===== src/rtl/pss_pkg.sv =====
package pss_pkg;
  localparam int PID_W  = 3;
  localparam int ADDR_W = 3;
  localparam int DATA_W = 8;

  // register map (address decoding)
  localparam logic [ADDR_W-1:0] A_TARGET  = 3'd0;
  localparam logic [ADDR_W-1:0] A_PID_DLY = 3'd1;
  localparam logic [ADDR_W-1:0] A_NMI_DLY = 3'd2;
  localparam logic [ADDR_W-1:0] A_MASK_ON = 3'd3;
  localparam logic [ADDR_W-1:0] A_CONFIRM = 3'd4;
  localparam logic [ADDR_W-1:0] A_RELEASE = 3'd5;

  // privileged processes may start a switch
  function automatic logic is_privileged(input logic [PID_W-1:0] pid);
    return pid <= PID_W'(1);
  endfunction

  // countdown is on its final cycle
  function automatic logic on_last(input logic act, input logic [31:0] cnt);
    return act && (cnt == 32'd1);
  endfunction

  // a start with zero delay commits at once
  function automatic logic commits_now(input logic [31:0] load);
    return load == 32'd0;
  endfunction
endpackage


===== src/rtl/pss_regfile.sv =====
module pss_regfile #(
  parameter int PID_W  = 3,
  parameter int DLY_W  = 8,
  parameter int ADDR_W = 3,
  parameter int DATA_W = 8
) (
  input  logic              clk,
  input  logic              rst_n,
  input  logic              wr_en,
  input  logic [ADDR_W-1:0] wr_addr,
  input  logic [DATA_W-1:0] wr_data,
  output logic [PID_W-1:0]  target_pid,
  output logic [DLY_W-1:0]  pid_dly,
  output logic [DLY_W-1:0]  nmi_dly
);
  import pss_pkg::*;

  logic sel_target, sel_pid_dly, sel_nmi_dly;
  assign sel_target  = wr_en && (wr_addr == A_TARGET);
  assign sel_pid_dly = wr_en && (wr_addr == A_PID_DLY);
  assign sel_nmi_dly = wr_en && (wr_addr == A_NMI_DLY);

  always_ff @(posedge clk or negedge rst_n) begin
    if (!rst_n) begin
      target_pid <= '0;
      pid_dly    <= '0;
      nmi_dly    <= '0;
    end else begin
      if (sel_target)  target_pid <= wr_data[PID_W-1:0];
      if (sel_pid_dly) pid_dly    <= wr_data[DLY_W-1:0];
      if (sel_nmi_dly) nmi_dly    <= wr_data[DLY_W-1:0];
    end
  end


  target_write_chk: assert property (@(posedge clk) disable iff (!rst_n)
    sel_target |=> target_pid == $past(wr_data[PID_W-1:0]));
endmodule


===== src/rtl/pss_countdown.sv =====
module pss_countdown #(
  parameter int DLY_W = 8
) (
  input  logic             clk,
  input  logic             rst_n,
  input  logic             start,
  input  logic             cancel,
  input  logic [DLY_W-1:0] load,
  output logic             fire,
  output logic             active
);
  import pss_pkg::*;

  logic [DLY_W-1:0] cnt_q;
  logic             act_q;
  logic             last_cyc;
  logic             zero_start;

  assign last_cyc   = on_last(act_q, 32'(cnt_q));
  assign zero_start = start && commits_now(32'(load));
  assign fire       = !cancel && (zero_start || (!start && last_cyc));
  assign active     = act_q;

  always_ff @(posedge clk or negedge rst_n) begin
    if (!rst_n) begin
      cnt_q <= '0;
      act_q <= 1'b0;
    end else if (cancel) begin
      act_q <= 1'b0;
    end else if (start) begin
      act_q <= !zero_start;
      cnt_q <= load;
    end else if (act_q) begin
      if (last_cyc) act_q <= 1'b0;
      cnt_q <= cnt_q - DLY_W'(1);
    end
  end


  start_arms_chk: assert property (@(posedge clk) disable iff (!rst_n)
    (start && !cancel && load != '0) |=> active);

  expire_idle_chk: assert property (@(posedge clk) disable iff (!rst_n)
    (last_cyc && !start && !cancel) |=> !active);

  cancel_idle_chk: assert property (@(posedge clk) disable iff (!rst_n)
    cancel |=> !active);
endmodule


===== src/rtl/proc_switch_seq.sv =====
module proc_switch_seq #(
  parameter int PID_W  = 3,
  parameter int DLY_W  = 8,
  parameter int ADDR_W = 3,
  parameter int DATA_W = 8
) (
  input  logic              clk,
  input  logic              rst_n,
  input  logic              wr_en,
  input  logic [ADDR_W-1:0] wr_addr,
  input  logic [DATA_W-1:0] wr_data,
  input  logic              irq_entry,
  output logic [PID_W-1:0]  cur_pid,
  output logic              nmi_mask,
  output logic              busy
);
  import pss_pkg::*;

  logic [PID_W-1:0] target_pid, pid_target_q, commit_val, cur_pid_q;
  logic [DLY_W-1:0] pid_dly, nmi_dly;
  logic             nmi_mask_q;
  logic             privileged;
  logic             confirm_try, release_try, confirm_wr, release_wr, mask_set_wr;
  logic             pid_fire, pid_active, nmi_fire, nmi_active;

  pss_regfile #(.PID_W(PID_W), .DLY_W(DLY_W), .ADDR_W(ADDR_W), .DATA_W(DATA_W)) u_regs (
    .clk(clk), .rst_n(rst_n), .wr_en(wr_en), .wr_addr(wr_addr), .wr_data(wr_data),
    .target_pid(target_pid), .pid_dly(pid_dly), .nmi_dly(nmi_dly));

  // command decode
  assign privileged  = is_privileged(cur_pid_q);
  assign confirm_try = wr_en && (wr_addr == A_CONFIRM) && wr_data[0];
  assign release_try = wr_en && (wr_addr == A_RELEASE) && wr_data[0];
  assign mask_set_wr = wr_en && (wr_addr == A_MASK_ON) && wr_data[0];
  assign confirm_wr  = confirm_try && privileged;
  assign release_wr  = release_try && privileged;

  pss_countdown #(.DLY_W(DLY_W)) u_pid_cd (
    .clk(clk), .rst_n(rst_n), .start(confirm_wr), .cancel(irq_entry),
    .load(pid_dly), .fire(pid_fire), .active(pid_active));

  pss_countdown #(.DLY_W(DLY_W)) u_nmi_cd (
    .clk(clk), .rst_n(rst_n), .start(release_wr), .cancel(mask_set_wr),
    .load(nmi_dly), .fire(nmi_fire), .active(nmi_active));

  // target snapshot taken at confirm; a zero-delay confirm uses it directly
  assign commit_val = confirm_wr ? target_pid : pid_target_q;

  always_ff @(posedge clk or negedge rst_n) begin
    if (!rst_n) begin
      pid_target_q <= '0;
      cur_pid_q    <= '0;
      nmi_mask_q   <= 1'b0;
    end else begin
      if (confirm_wr) pid_target_q <= target_pid;
      if (irq_entry)     cur_pid_q <= '0;
      else if (pid_fire) cur_pid_q <= commit_val;
      if (mask_set_wr)   nmi_mask_q <= 1'b1;
      else if (nmi_fire) nmi_mask_q <= 1'b0;
    end
  end

  assign cur_pid  = cur_pid_q;
  assign nmi_mask = nmi_mask_q;
  assign busy     = pid_active || nmi_active;


  irq_forces_zero_chk: assert property (@(posedge clk) disable iff (!rst_n)
    irq_entry |=> cur_pid == '0);

  unpriv_ignored_chk: assert property (@(posedge clk) disable iff (!rst_n)
    (confirm_try && !privileged && !pid_active && !irq_entry) |=> $stable(cur_pid));

  mask_raise_chk: assert property (@(posedge clk) disable iff (!rst_n)
    mask_set_wr |=> nmi_mask);

  mask_drop_chk: assert property (@(posedge clk) disable iff (!rst_n)
    nmi_fire |=> !nmi_mask);

  pid_commit_chk: assert property (@(posedge clk) disable iff (!rst_n)
    pid_fire |=> cur_pid == $past(commit_val));
endmodule


===== config.mk =====
export PLATFORM = sky130hd
export DESIGN_NAME = proc_switch_seq
export DESIGN_NICKNAME = d
export VERILOG_FILES = /design/src/rtl/pss_pkg.sv /design/src/rtl/pss_regfile.sv /design/src/rtl/pss_countdown.sv /design/src/rtl/proc_switch_seq.sv
export SDC_FILE = /design/constraint.sdc
export NUM_CORES = 1
export LEC_CHECK = 0
export BUFFER_PORTS_ARGS = -buffer_cell sky130_fd_sc_hd__buf_2
export CAP_MARGIN = 20
export CORE_AREA = 4 4 66 68
export CTS_BUF_LIST = sky130_fd_sc_hd__clkbuf_8 sky130_fd_sc_hd__clkbuf_16
export DETAILED_ROUTE_END_ITERATION = 7
export DIE_AREA = 0 0 70 72
export PLACE_DENSITY = 0.85
export SLEW_MARGIN = 20
export SYNTH_ARGS = -nofsm -noshare
export SYNTH_HDL_FRONTEND = slang
export SYNTH_SLANG_ARGS = --single-unit

===== constraint.sdc =====
create_clock -name clk -period 3.9 [get_ports clk]
set_input_delay 0.195 -clock clk [delete_from_list [all_inputs] [get_ports clk]]
set_output_delay 0.195 -clock clk [all_outputs]
set_load 0.01 [all_outputs]

# Word level (Yosys, flattened, before mapping)
# Index checks and enable logic that the tools add are counted.
[totals]
regBits = 44
elab_cells = 76
in_bits = 15
[classes]
muxes = 17
reduce_logical = 37
n_eq_ne = 7
bitwise_logic = 2
magnitude_cmp = 1
addsub = 2
[op_table]
columns = ["cell", "n"]
rows = [
  ["two-way mux 8 bit", 4],
  ["logical AND 1 bit", 19],
  ["equality test 8 x 1 -> 1 bit (second input constant)", 2],
  ["logical NOT 8 bit", 2],
  ["subtractor 8 x 1 -> 8 bit (second input constant)", 2],
  ["two-way mux 1 bit", 10],
  ["two-way mux 3 bit", 3],
  ["nonzero test 2 bit", 4],
  ["equality test 3 x 2 -> 1 bit (second input constant)", 2],
  ["equality test 3 bit (second input constant)", 2],
  ["logical NOT 1 bit", 6],
  ["AND reduction 2 bit", 2],
  ["equality test 3 x 1 -> 1 bit (second input constant)", 1],
  ["<= comparator 3 x 1 -> 1 bit (second input constant)", 1],
  ["logical NOT 3 bit", 1],
  ["logical OR 1 bit", 3],
  ["inverter 1 bit", 2],
]

# Logic depth before layout (Yosys ltp)
[logic_depth]
word_depth = 10
ltp_mapped = 6

# Cells and area by module
# Synthesis repeated with hierarchy kept, for this count alone.
[unflattened]
cells_unflattened = 217
hier_area_um2 = 2446.1
[modules_own_cells]
columns = ["module", "cells_each", "seq_area_each_um2", "n_inst", "area_per_inst_um2"]
rows = [
  ["pss_countdown", 69, 225.2, 2, 658.1],
  ["pss_regfile", 43, 475.5, 1, 748.2],
  ["proc_switch_seq", 36, 175.2, 1, 381.6],
]

# Worst setup path after synthesis
# OpenSTA, ideal clock, no wires.
[synth_timing]
path_type = "register -> register"
start = "register u_nmi_cd.cnt_q[3]"
end = "register u_nmi_cd.cnt_q[7]"
period_less_slack_ps = 1847
path_buffers = 0
setup_time_ps = 82
stages_incl_launch_ff = 5
slack_ps = 2053
t_required_ps = 3818
t_arrival_ps = 1764
path_cell_list = "dfrtp_1 -> or4_4 -> a211o_1 -> or4_1 -> o22ai_1"
[synth_via]
elab_chain_len = 3
[synth_rtl]
columns = ["element", "line", "text"]
rows = [
  ["start, declared", "pss_countdown.sv:14", "logic [DLY_W-1:0] cnt_q;"],
  ["start signal, assigned", "pss_countdown.sv:32", "cnt_q <= load;"],
  ["start signal, assigned", "pss_countdown.sv:35", "cnt_q <= cnt_q - DLY_W'(1);"],
  ["subtractor 8 x 1 -> 8 bit", "pss_countdown.sv:35", ""],
  ["two-way mux 8 bit", "pss_countdown.sv:33", "end else if (act_q) begin"],
  ["two-way mux 8 bit", "pss_countdown.sv:30", "end else if (start) begin"],
]
# Every way passes these cells. The select of a mux whose other input is x is not followed.
# A chain may end at the register's enable or synchronous reset.

# Worst setup path in the final report
[layout_timing]
start = "register cur_pid_q[1] (netlist: cur_pid[1])"
end = "register u_pid_cd.cnt_q[4]"
[layout_via]
elab_chain_len = 4
[layout_rtl]
columns = ["element", "line", "text"]
rows = [
  ["start, declared", "proc_switch_seq.sv:19", "logic [PID_W-1:0] target_pid, pid_target_q, commit_val, cur_pid_q;"],
  ["start signal, assigned", "proc_switch_seq.sv:57", "else if (pid_fire) cur_pid_q <= commit_val;"],
  ["<= comparator 3 x 1 -> 1 bit *", "pss_pkg.sv:16", "return pid <= PID_W'(1);"],
  ["logical AND 1 bit *", "proc_switch_seq.sv:35", "assign confirm_wr = confirm_try && privileged;"],
  ["nonzero test 2 bit (no source line)", "n/a", ""],
  ["AND reduction 2 bit (no source line)", "n/a", ""],
  ["end signal, assigned", "pss_countdown.sv:32", ""],
  ["end signal, assigned", "pss_countdown.sv:35", ""],
  ["end, declared", "pss_countdown.sv:14", ""],
]
# Mark *: on every way between the ends. The rest lies on a longest branch, timed or not.

==> metrics.md <==
| Metric | Value |
|---|---|
| Outcome | complete, no violations |
| Reg-to-Reg End | u_pid_cd.cnt_q[4]$_DFFE_PN0P_ |
| Total nets after synthesis | ~240 |
| Synth Register Bits | 44 |
| Slew @ Worst Pin | 0.925 ns |
| Sw Pwr | 496 uW |
| Cells along the critical path | nor3_1, nand2_1, a21oi_1, o22ai_1 |
| Die width | around 70 um |
| Crit path max-delay family | simple AND/OR/NAND/NOR gates |
| Most frequent cells in the layout | dfrtp_1 (44), mux2_2 (19), buf_2 (19), nand2_1 (17), a21oi_1 (16) |
| Critical R2R Launch | cur_pid[1]$_DFFE_PN0P_ |
| Area growth from synthesis to layout | 9.20% |
| Die outline area | 0.00504 sq mm |
| DR iter-0 viols | 99 |
| Setup ws final | 1.93 ns |
| Final Skew | roughly 0.0086 ns |
| Peak VDD IR | between 300 and 400 uV |
| Multi-input logic area | about 0.0011 sq mm |
| FF/Latch Area | 0.00110 sq mm |
| Min Clock Period, post-route | 1.97 ns |
| Site Rows | 23 |
| Synth unique cells | 50 |
| Final ANT Viol Nets | 0 |
| Starting Density | between 50% and 60% |
| Vias | ~1900 |
| RSZ-0062 raised after global routing | no |
| Synth Warn # | 0 |
| Final setup fails | 0 |
| Gates resized, CTS repair | 0 |
| Syn Std Cell Area | roughly 0.0023 sq mm |
| Reg2Reg Setup Slack | around 1.9 ns |
| WL final | a little over 5000 um |
| Cell depth of the worst setup path | 4 |
| Vias in the first global route | about 1700 |
| Port bufs | 19 |
| Power Density | around 560 mW/mm^2 |
| Die Height | just over 70 um |
| R2R cell count | 4 |
| Sequential power share | between 50% and 60% |
| Proportion of layout cells with a drive suffix above 1 | a little under a quarter |
| Max-Cap Viols | 0 |
| WP data required | a little over 4 ns |
| Avg Cell Area, Syn | ~10 sq um |
| Post-synth EDFFs | 0 |
| Hpwl dp | approximately 3800 um |
| Post-CTS Setup Inserts | 0 |
| Worst Path Arrival | about 2.2 ns |
| Num Clock Sinks | 44 |
| Net Sw Frac | roughly a third |
| Maximum clock frequency | about 0.51 GHz |
| Top FF cell, synth | dfrtp_1 |
| Vias per inst | about 6.5 |
| Worst Path Max Fanout | 9 |
| Clk_lat worst skew | about 0.30 ns |
| Tot GR Track Use | 22.2% |
| Combinational group share of total power | 27.9% |
| Commonest non-fill, non-tap cell in the layout | dfrtp_1 |
| CTS tree | yes |
| Mean routed wirelength per cell | ~18 um |
| Post-Synthesis Cells | approximately 220 |
| Root Driver | clkbuf_8 |
| Clk pwr share | 19.8% |
| Leakage | about 0.0010 uW |
| Seq/Total Area, Yosys | between 40 and 50% |
| Kind of critical path | reg2reg |
| Pins Over Slew Limit | 0 |
| Ports | 20 |
| GRT overflow | 0 |
| Nets@finish | about 260 |
| Slowest stage cell, crit path | nor3_1 |
| Highest cell delay on the worst timing path | 0.59 ns |
| Ys async rst share | 100% |
| Placed cells | 281 |
| Clock buffer count from CTS | 5 |
| Worst setup EP type | flop |
| Max Root-Sink Buffers | 2 |
| Fin. Hold Viols | 0 |
| Internal power consumption | 911 uW |
| Reg clk slew, reported paths | 0.08 ns |
| Initial antenna violation count | 0 |
| Global-route wire length before repair | just under 9000 um |
| Relative slew slack | roughly two fifths |
| CTS hold repair buffers | 0 |
| Fin Setup TNS | 0 ns |
| # DRC | 0 |
| Worst Hold Class | in2async |
| Layout fillers | 306 |
| Total Power | 1410 uW |
| H-tree depth reported by CTS | 2 |
| Period utilization | approximately 51% |
| CP Launch Type | flop |
| Core area | between 0.003 and 0.004 sq mm |
| Diode count | 0 |
| Fin cells | a little under 300 |
| DP Worst Slack | 1.98 ns |
| Total iterations of the first detailed-routing run | 4 |
| Pin count of the biggest net entering global routing | 45 |
| Final Util | between 60% and 70% |
| RD Place Congestion | 0.894 |
| WP buf/inv | 0 |
[cells by family (layout without fill, tap and decap cells)]
family	Yosys count	after routing	synth area share, %
AOI/OAI and AO/OA	62	62	18.1
adders and majority gates	4	4	2.19
buffers and inverters	15	36	3.07
DFF	44	44	48.2
muxes	21	21	10.2
and+or+nand+nor	72	72	18.2
[registers in the layout, indices dropped and copies added (netlist names)]
register,count
u_regs.target_pid,3
pid_target_q,3
u_regs.nmi_dly,8
u_regs.pid_dly,8
nmi_mask,1
cur_pid,3
u_nmi_cd.cnt_q,8
u_pid_cd.active,1
u_pid_cd.cnt_q,8
u_nmi_cd.active,1
[stage by stage]
stage / instance area [sq um] / hold WS (ns)
2_1_floorplan: 2280 / -0.101
3_3_place_gp: 2410 / 0.392
3_5_place_dp: 2410 / 0.394
4_1_cts: 2490 / 0.0668
5_1_grt: 2490 / 0.111
6_report: 2490 / 0.0333
[how the worst max path moves through the flow]
stage                                              from                             to
final                            cur_pid[1]$_DFFE_PN0P_  u_pid_cd.cnt_q[4]$_DFFE_PN0P_
after detailed placement         cur_pid[1]$_DFFE_PN0P_  u_pid_cd.cnt_q[7]$_DFFE_PN0P_
after floorplan           u_nmi_cd.cnt_q[3]$_DFFE_PN0P_  u_nmi_cd.cnt_q[7]$_DFFE_PN0P_
after CTS                 u_nmi_cd.cnt_q[3]$_DFFE_PN0P_  u_nmi_cd.cnt_q[7]$_DFFE_PN0P_
after global placement    u_nmi_cd.cnt_q[3]$_DFFE_PN0P_  u_nmi_cd.cnt_q[7]$_DFFE_PN0P_
after global routing             cur_pid[1]$_DFFE_PN0P_  u_pid_cd.cnt_q[2]$_DFFE_PN0P_
[metal layers]
metal,up-vias,track usage [%],wire (um)
li1,876,-,-
met1,886,31.0,2240
met2,100,33.8,2420
met3,14,4.57,418
met4,0,10.0,119
met5,-,0,0
[worst reg2reg max path: cells and delay by family (launching register included)]
family             cells  cell delay (ns)
and+or+nand+nor        2             1.03
AOI/OAI and AO/OA      2             0.38
DFF                    1             0.45
[layout make-up]
class	instances	area share, %
Inverter	9	1.35
Clock inverter	3	0.802
Clock buffer	5	2.76
Sequential cell	44	44.1
Tap cell	50	2.51
Multi-Input combinational cell	159	44.6
Timing Repair Buffer	19	3.81
[cell usage after synthesis (2+ instances only)]
cell type | count | share of area [%]
nand4_1 | 2 | 0.55
nand2b_1 | 2 | 0.55
a22oi_1 | 4 | 1.3
nor4_1 | 7 | 1.9
or3_1 | 2 | 0.55
inv_1 | 9 | 1.5
or3b_2 | 2 | 0.77
o2bb2ai_1 | 7 | 2.7
o211ai_1 | 2 | 0.66
and3_1 | 2 | 0.55
mux2i_1 | 2 | 0.88
a21oi_1 | 16 | 3.5
nor2_1 | 9 | 1.5
o22ai_1 | 3 | 0.82
a211oi_1 | 5 | 1.6
dfrtp_1 | 44 | 48
a2111oi_0 | 2 | 0.77
ha_1 | 4 | 2.2
nand2_1 | 17 | 2.8
clkbuf_1 | 3 | 0.49
nor3_1 | 11 | 2.4
and4_1 | 2 | 0.77
nand3_1 | 3 | 0.66
or4_1 | 3 | 0.99
o31ai_1 | 2 | 0.66
mux2_2 | 19 | 9.4
o21ai_0 | 11 | 2.4
[power groups by stage]
stage	Sequential (uW)	Combinational, uW	Clock, uW
finish	736	392	279
CTS	731	389	286
global placement	733	372	0
floorplan	694	301	0
global route	756	442	307
detailed placement	738	387	0
No activity file was read; power rests on OpenSTA's default activity.
